## src/rtl/boot_block_loader.sv

```systemverilog
module boot_block_loader #(
  parameter int HDR_BYTES = 16,
  parameter int LAST_BIT  = 15,
  parameter int FILL_BIT  = 8
) (
  input  logic        clk,
  input  logic        rst_n,
  input  logic        in_valid,
  input  logic [7:0]  in_data,
  output logic        in_ready,
  output logic        host_wait,
  output logic        wr_en,
  output logic [31:0] wr_addr,
  output logic [7:0]  wr_data,
  output logic        boot_done,
  output logic        hdr_err
);
  localparam int HW = 8 * HDR_BYTES;
  localparam int CW = $clog2(HDR_BYTES);

  typedef enum logic [2:0] {S_HDR, S_EVAL, S_LOAD, S_FILL, S_DONE, S_HALT} state_t;
  state_t state;

  logic [HW-1:0] hdr;
  logic [CW-1:0] hcnt;
  logic [7:0]    xsum;
  logic [31:0]   addr_q, left_q;
  logic [1:0]    phase;
  logic          last_q;

  wire [31:0] w_code  = hdr[31:0];
  wire [31:0] w_addr  = hdr[63:32];
  wire [31:0] w_count = hdr[95:64];
  wire [31:0] w_arg   = hdr[127:96];
  wire [7:0]  fill_b  = w_arg[8*phase +: 8];

  assign in_ready  = (state == S_HDR) || (state == S_LOAD);
  assign host_wait = ~in_ready;
  wire take = in_valid & in_ready;

  always_ff @(posedge clk) begin
    if (!rst_n) begin
      state     <= S_HDR;
      hdr       <= '0;
      hcnt      <= '0;
      xsum      <= '0;
      addr_q    <= '0;
      left_q    <= '0;
      phase     <= '0;
      last_q    <= 1'b0;
      wr_en     <= 1'b0;
      wr_addr   <= '0;
      wr_data   <= '0;
      boot_done <= 1'b0;
      hdr_err   <= 1'b0;
    end else begin
      wr_en     <= 1'b0;
      boot_done <= 1'b0;
      case (state)
        S_HDR: if (take) begin
          hdr  <= {in_data, hdr[HW-1:8]};
          xsum <= xsum ^ in_data;
          hcnt <= hcnt + 1'b1;
          if (hcnt == CW'(HDR_BYTES - 1)) state <= S_EVAL;
        end
        S_EVAL: begin
          xsum   <= '0;
          addr_q <= w_addr;
          left_q <= w_count;
          phase  <= '0;
          last_q <= w_code[LAST_BIT];
          if (xsum != 8'h00) begin
            state   <= S_HALT;
            hdr_err <= 1'b1;
          end else if (w_count == 32'd0) begin
            if (w_code[LAST_BIT]) begin
              state     <= S_DONE;
              boot_done <= 1'b1;
            end else state <= S_HDR;
          end else if (w_code[FILL_BIT]) state <= S_FILL;
          else state <= S_LOAD;
        end
        S_LOAD, S_FILL: if (take || state == S_FILL) begin
          wr_en   <= 1'b1;
          wr_addr <= addr_q;
          wr_data <= (state == S_FILL) ? fill_b : in_data;
          addr_q  <= addr_q + 32'd1;
          left_q  <= left_q - 32'd1;
          phase   <= phase + 2'd1;
          if (left_q == 32'd1) begin
            if (last_q) begin
              state     <= S_DONE;
              boot_done <= 1'b1;
            end else state <= S_HDR;
          end
        end
        default: ;
      endcase
    end
  end
endmodule


```

## config.mk

```make
export PLATFORM = sky130hd
export DESIGN_NAME = boot_block_loader
export DESIGN_NICKNAME = d
export VERILOG_FILES = /design/src/rtl/boot_block_loader.sv
export SDC_FILE = /design/constraint.sdc
export NUM_CORES = 1
export LEC_CHECK = 0
export BUFFER_PORTS_ARGS = -buffer_cell sky130_fd_sc_hd__buf_2
export CORE_MARGIN = 2
export CORE_UTILIZATION = 66
export DETAILED_ROUTE_END_ITERATION = 10
export PLACE_DENSITY = 0.87
export SKIP_CTS_REPAIR_TIMING = 1
export SLEW_MARGIN = 15
export SYNTH_ARGS = -nofsm -noshare
export SYNTH_HDL_FRONTEND = slang
export SYNTH_SLANG_ARGS = --single-unit
```

## constraint.sdc

```tcl
create_clock -name clk -period 3.5 [get_ports clk]
set_clock_uncertainty 0.05 [all_clocks]
set_input_delay 0.7 -clock clk [delete_from_list [all_inputs] [get_ports clk]]
set_output_delay 0.7 -clock clk [all_outputs]
set_load 0.01 [all_outputs]
```

# Word-level counts from Yosys, hierarchy flattened
# Cells that the tools add are included.
# Widths: inputs -> output; s select.
[word_totals] ff_bits=253 latchBits=0 mem_bits_rw=0 mem_bits_ro=0 in_bits=11 out_inout_bits=45 elab_cells=73 mem_count=0
[op_classes] n_addsub=4 n_mul=0 div=0 n_lt_le_gt_ge=0 eq_ne=9 shift=1 mux=27 bitwise_logic=3 n_reduce_logical=16
[op_table] op="$pmux 32 s2" count=2
[op_table] op="$mux 32" count=2
[op_table] op="$add 32x1->32 const B" count=1
[op_table] op="$eq 32x1->1 const B" count=1
[op_table] op="$logic_not 32->1" count=1
[op_table] op="$shiftx 32x6->8" count=1
[op_table] op="$sub 32x1->32 const B" count=1
[op_table] op="$mux 3" count=8
[op_table] op="$mux 8" count=2
[op_table] op="$pmux 8 s2" count=1
[op_table] op="$reduce_and 2->1" count=6
[op_table] op="$pmux 3 s3" count=1
[op_table] op="$mux 1" count=8
[op_table] op="$reduce_bool 8->1" count=1
[op_table] op="$xor 8x8->8" count=1
[op_table] op="$eq 3x2->1 const B" count=2
[op_table] op="$ne 2x2->1 const B" count=3
[op_table] op="$reduce_and 5->1" count=1
[op_table] op="$add 4x1->4 const B" count=1
[op_table] op="$eq 4x4->1 const B" count=1
[op_table] op="$pmux 2 s2" count=1
[op_table] op="$reduce_bool 2->1" count=2
[op_table] op="$eq 3x1->1 const B" count=1
[op_table] op="$logic_not 3->1" count=1
[op_table] op="other kinds (9)" count=10

# Longest topological paths before layout
[depth] word_depth=6 depth_mapped=9 mapped_depth_nobuf=7

# Worst setup path before layout
# No wires, ideal clock.
[synth_timing] path_kind="flip-flop to flip-flop" from="register left_q[0]" to="register left_q[26]" setup_ns=0.132 t_arrival_ns=2.051 t_required_ns=3.318 path_slack_ns=1.267 stages_incl_launch_ff=9 n_path_buf=1 period_less_slack_ns=2.233 path_cell_list="dfxtp_1 -> inv_1 -> ha_1 -> nor3b_1 -> nand4_1 -> buf_2 -> nor4_1 -> mux2i_1 -> a21oi_1"
[synth_via] elab_chain_cells=3
[synth_rtl] item="from (decl)" line_no="27" source="logic [31:0] addr_q, left_q;"
[synth_rtl] item="from (signal assigned)" line_no="69" source="left_q <= w_count;"
[synth_rtl] item="from (signal assigned)" line_no="88" source="left_q <= left_q - 32'd1;"
[synth_rtl] item="$sub 32x1->32" line_no="88"
[synth_rtl] item="$mux 32" line_no="83" source="S_LOAD, S_FILL: if (take || state == S_FILL) begin"
[synth_rtl] item="$pmux 32 s2" line_no="59" source="case (state)"
# No other way between the ends. The select of a mux whose other input is x is not followed.
# A chain may end at the register's enable or synchronous reset.

# Worst setup path in the final report
[layout_timing] from="register left_q[8]" to="register left_q[28]"
# The elaborated chain is that of the path after synthesis.

==> metrics.md <==
| Metric | Value |
|---|---|
| Status | `completed` |
| Finished Layout Cells | `1,504` |
| Slew Limit Fails | `0` |
| Fin nets | `1,317` |
| Initial DRT Pass Iterations | `6` |
| Final wirelength | `26,500 µm` |
| Setup TNS Final | `0 ns` |
| Crit path top cell by count | `nor3_1` |
| Total track usage | `around a third` |
| Met1 Use GR | `~44%` |
| Final worst path period share | `72.5%` |
| Area leader, netlist | `dfxtp_1` |
| Gr busiest metal | `met2` |
| RSZ-0062 raised after global routing | `false` |
| PwrDens | `514 mW/mm²` |
| Die area | `around 0.016 mm²` |
| Register bit total from synthesis | `approximately 230` |
| Final core occ | `74.4%` |
| Worst hold path class | `reg -> reg` |
| CP arrival | `between 2 and 3 ns` |
| Post-DP Area | `about 0.010 mm²` |
| Post-Syn Area | `a little over 0.01 mm²` |
| Fmax | `394 MHz` |
| CP Class | `reg -> reg` |
| Lkg Pwr | `3.86 nW` |
| Global-route wire length before repair | `43,700 µm` |
| Slew @ Worst Pin | `between 0.7 and 0.8 ns` |
| # H-tree levels | `1` |
| Post-Syn Nets | `1,314` |
| Final GP Congestion | `0.902` |
| Buffer depth of the longest clock path | `3` |
| Slowest CP cell | `nor4_1` |
| R2r worst-path depth | `5` |
| IO Pins | `56` |
| Initial Utilization | `67.0%` |
| Hold Crit Depth | `2` |
| Crit path largest cell delay | `0.65 ns` |
| CTS Sinks | `227` |
| Post-Layout Inst Area | `0.0112 mm²` |
| Synth unique cells | `66` |
| Final Setup Violations | `0` |
| Cells after synthesis | `1,299` |
| Drt wl/cell | `17.6 µm` |
| Crit-path cells | `nor4_1 -> nand4_1 -> nor3_1 -> nor3_1 -> a311o_1` |
| Slew HR | `48.3%` |
| CTS Buf Count | `23` |
| Vias in the first global route | `~9,000` |
| Met3 Use GR | `7.96%` |
| Worst Path Required | `3.85 ns` |
| Total grt overflow | `0` |
| Max_cap viols | `0` |
| Final HPWL DP | `17,300 µm` |
| Most common cell after layout, fill and taps aside | `nand2_1` |
| Initial antenna violation count | `0` |
| # DRC | `0` |
| Worst setup SP type | `flop` |
| Crit path max fanout | `11` |
| Largest net degree at the start of global routing | `a little over 80` |
| Most frequent cells in the layout | `nand2_1, dfxtp_1, a21oi_1` |
| Core area | `roughly 0.015 mm²` |
| Synthesized area per cell | `7.75 µm²` |
| DR vias | `9,768` |
| Pwr Total | `5.75 mW` |
| Antenna fix cells | `0` |
| Worst setup EP type | `flop` |
| Crit path buf inv count | `0` |
| WP depth | `5` |
| Chip height | `around 130 µm` |
| Async set or reset register ratio after synthesis | `0%` |
| DP Cell Count | `1,465` |
| CTS tree | `done` |
| Met2 usage | `between 50% and 60%` |
| Die X | `128 µm` |
| Min Clock Period, post-route | `2.54 ns` |
| Post-synth EDFFs | `0` |
| Clk root buf | `clkbuf_16` |
| Violation count after the first detailed-route iteration | `961` |
| Top FF cell, synth | `dfxtp_1` |
| Worst-path clk slew | `0.06 ns` |
| Synth top area share | `45.1%` |
| Final hold vios | `0` |
| Clock Latency Late Sink | `0.51 ns` |
| Sequential element share of the synthesized area | `45.1%` |
| Cell family with most CP delay | `simple AND/OR/NAND/NOR gates` |
| Most area-consuming cells after synthesis | `dfxtp_1, nand2_1, a21oi_1` |
| Area Overhead vs Synth | `11.1%` |
| ANT nets after route | `0` |
| Max IR drop VDD | `0.461 mV` |
| Layout cell share with drive strength beyond 1 | `around 11%` |
| Number of port buffers | `between 50 and 60` |
| Routed vias/inst | `6.49` |
| Ys Warns | `0` |
| Site Rows | `45` |
-- final timing paths --
path / from / end / slack [ns]
hold reg to reg: wr_addr[26] / wr_addr[26] / 0.40
hold / removal: wr_addr[26] / wr_addr[26] / 0.40
setup reg to reg: left_q[8] / left_q[28] / 0.96
setup / recovery: left_q[8] / left_q[28] / 0.96
-- cell usage after synthesis (4+ instances only) --
| cell | count |
|---|---|
| a311oi_1 | 7 |
| or4_1 | 11 |
| a22oi_1 | 4 |
| xor2_1 | 10 |
| o22ai_1 | 14 |
| nand4_1 | 16 |
| buf_1 | 11 |
| buf_2 | 5 |
| and2_1 | 7 |
| dfxtp_1 | 227 |
| inv_1 | 9 |
| o41ai_1 | 4 |
| nand2_1 | 354 |
| nor3_1 | 20 |
| o21a_1 | 6 |
| a32o_1 | 6 |
| nand3_1 | 20 |
| a41oi_1 | 4 |
| or3_1 | 4 |
| nand3b_1 | 5 |
| and3_1 | 7 |
| nand2b_1 | 4 |
| o221a_2 | 9 |
| ha_1 | 4 |
| mux4_2 | 8 |
| o31a_1 | 4 |
| nor4_1 | 27 |
| a211oi_1 | 7 |
| nor2_1 | 74 |
| o211ai_1 | 5 |
| clkbuf_1 | 85 |
| o221ai_1 | 8 |
| a21oi_1 | 201 |
| a31oi_1 | 16 |
| o21ai_0 | 41 |
| nor3b_1 | 4 |
| o31ai_1 | 7 |
-- logic make-up after synthesis --
| family | Yosys count | synth area share, % |
|---|---|---|
| XOR/XNOR | 11 | 0.957 |
| flip-flops | 227 | 45.1 |
| adder cells (fa/ha/maj) | 4 | 0.497 |
| AND/OR/NAND/NOR | 572 | 25.1 |
| multiplexers | 11 | 2.09 |
| buffers and inverters | 113 | 4.36 |
| AO/OA/AOI/OAI | 361 | 21.9 |
-- stage by stage --
step           setup WS, ns  hold slack [ns]
3_5_place_dp          0.934            0.393
3_3_place_gp          0.972            0.388
5_1_grt               0.804            0.414
2_1_floorplan          1.27            0.382
4_1_cts               0.968            0.402
6_report              0.961            0.400
-- report_power, final --
part           internal [mW]  total, mW  switching (mW)
Clock                   1.41       2.40           0.989
Sequential              2.65       2.73          0.0786
Combinational          0.188      0.623           0.435
Total                   4.25       5.75            1.50
-- tightest hold or removal path, stage by stage (launching register included) --
cell     delay (ns)
dfxtp_1        0.30
nand2_1        0.05
a21oi_1        0.05
-- sequential cells by signal, summed over array words and instances (netlist names) --
name and cells:
phase 2, wr_data 8, hdr_err 1, wr_addr 32
left_q 32, addr_q 32, state 3, boot_done 1
xsum 8, last_q 1, wr_en 1, hdr 102
hcnt 4
-- layer usage --
metal  vias to the layer above  part of all wire (%)  wire length, µm
met2                       516                    45            12000
met3                        88                   9.7             2580
li1                       4598                     -                -
met4                         0                   3.0              794
met5                         -                     0                0
met1                      4566                    42            11100
-- layout make-up --
type / instances / area (µm²)
well taps: 188 / 235
clock buffers: 34 / 677
clock inverters: 5 / 60.1
repair buffers: 81 / 520
inverters: 10 / 42.5
fillers: 1129 / 3840
flip-flops and latches: 227 / 4540
multi-input cells: 959 / 5110
Note: power is estimated with default switching activity, not from simulation.
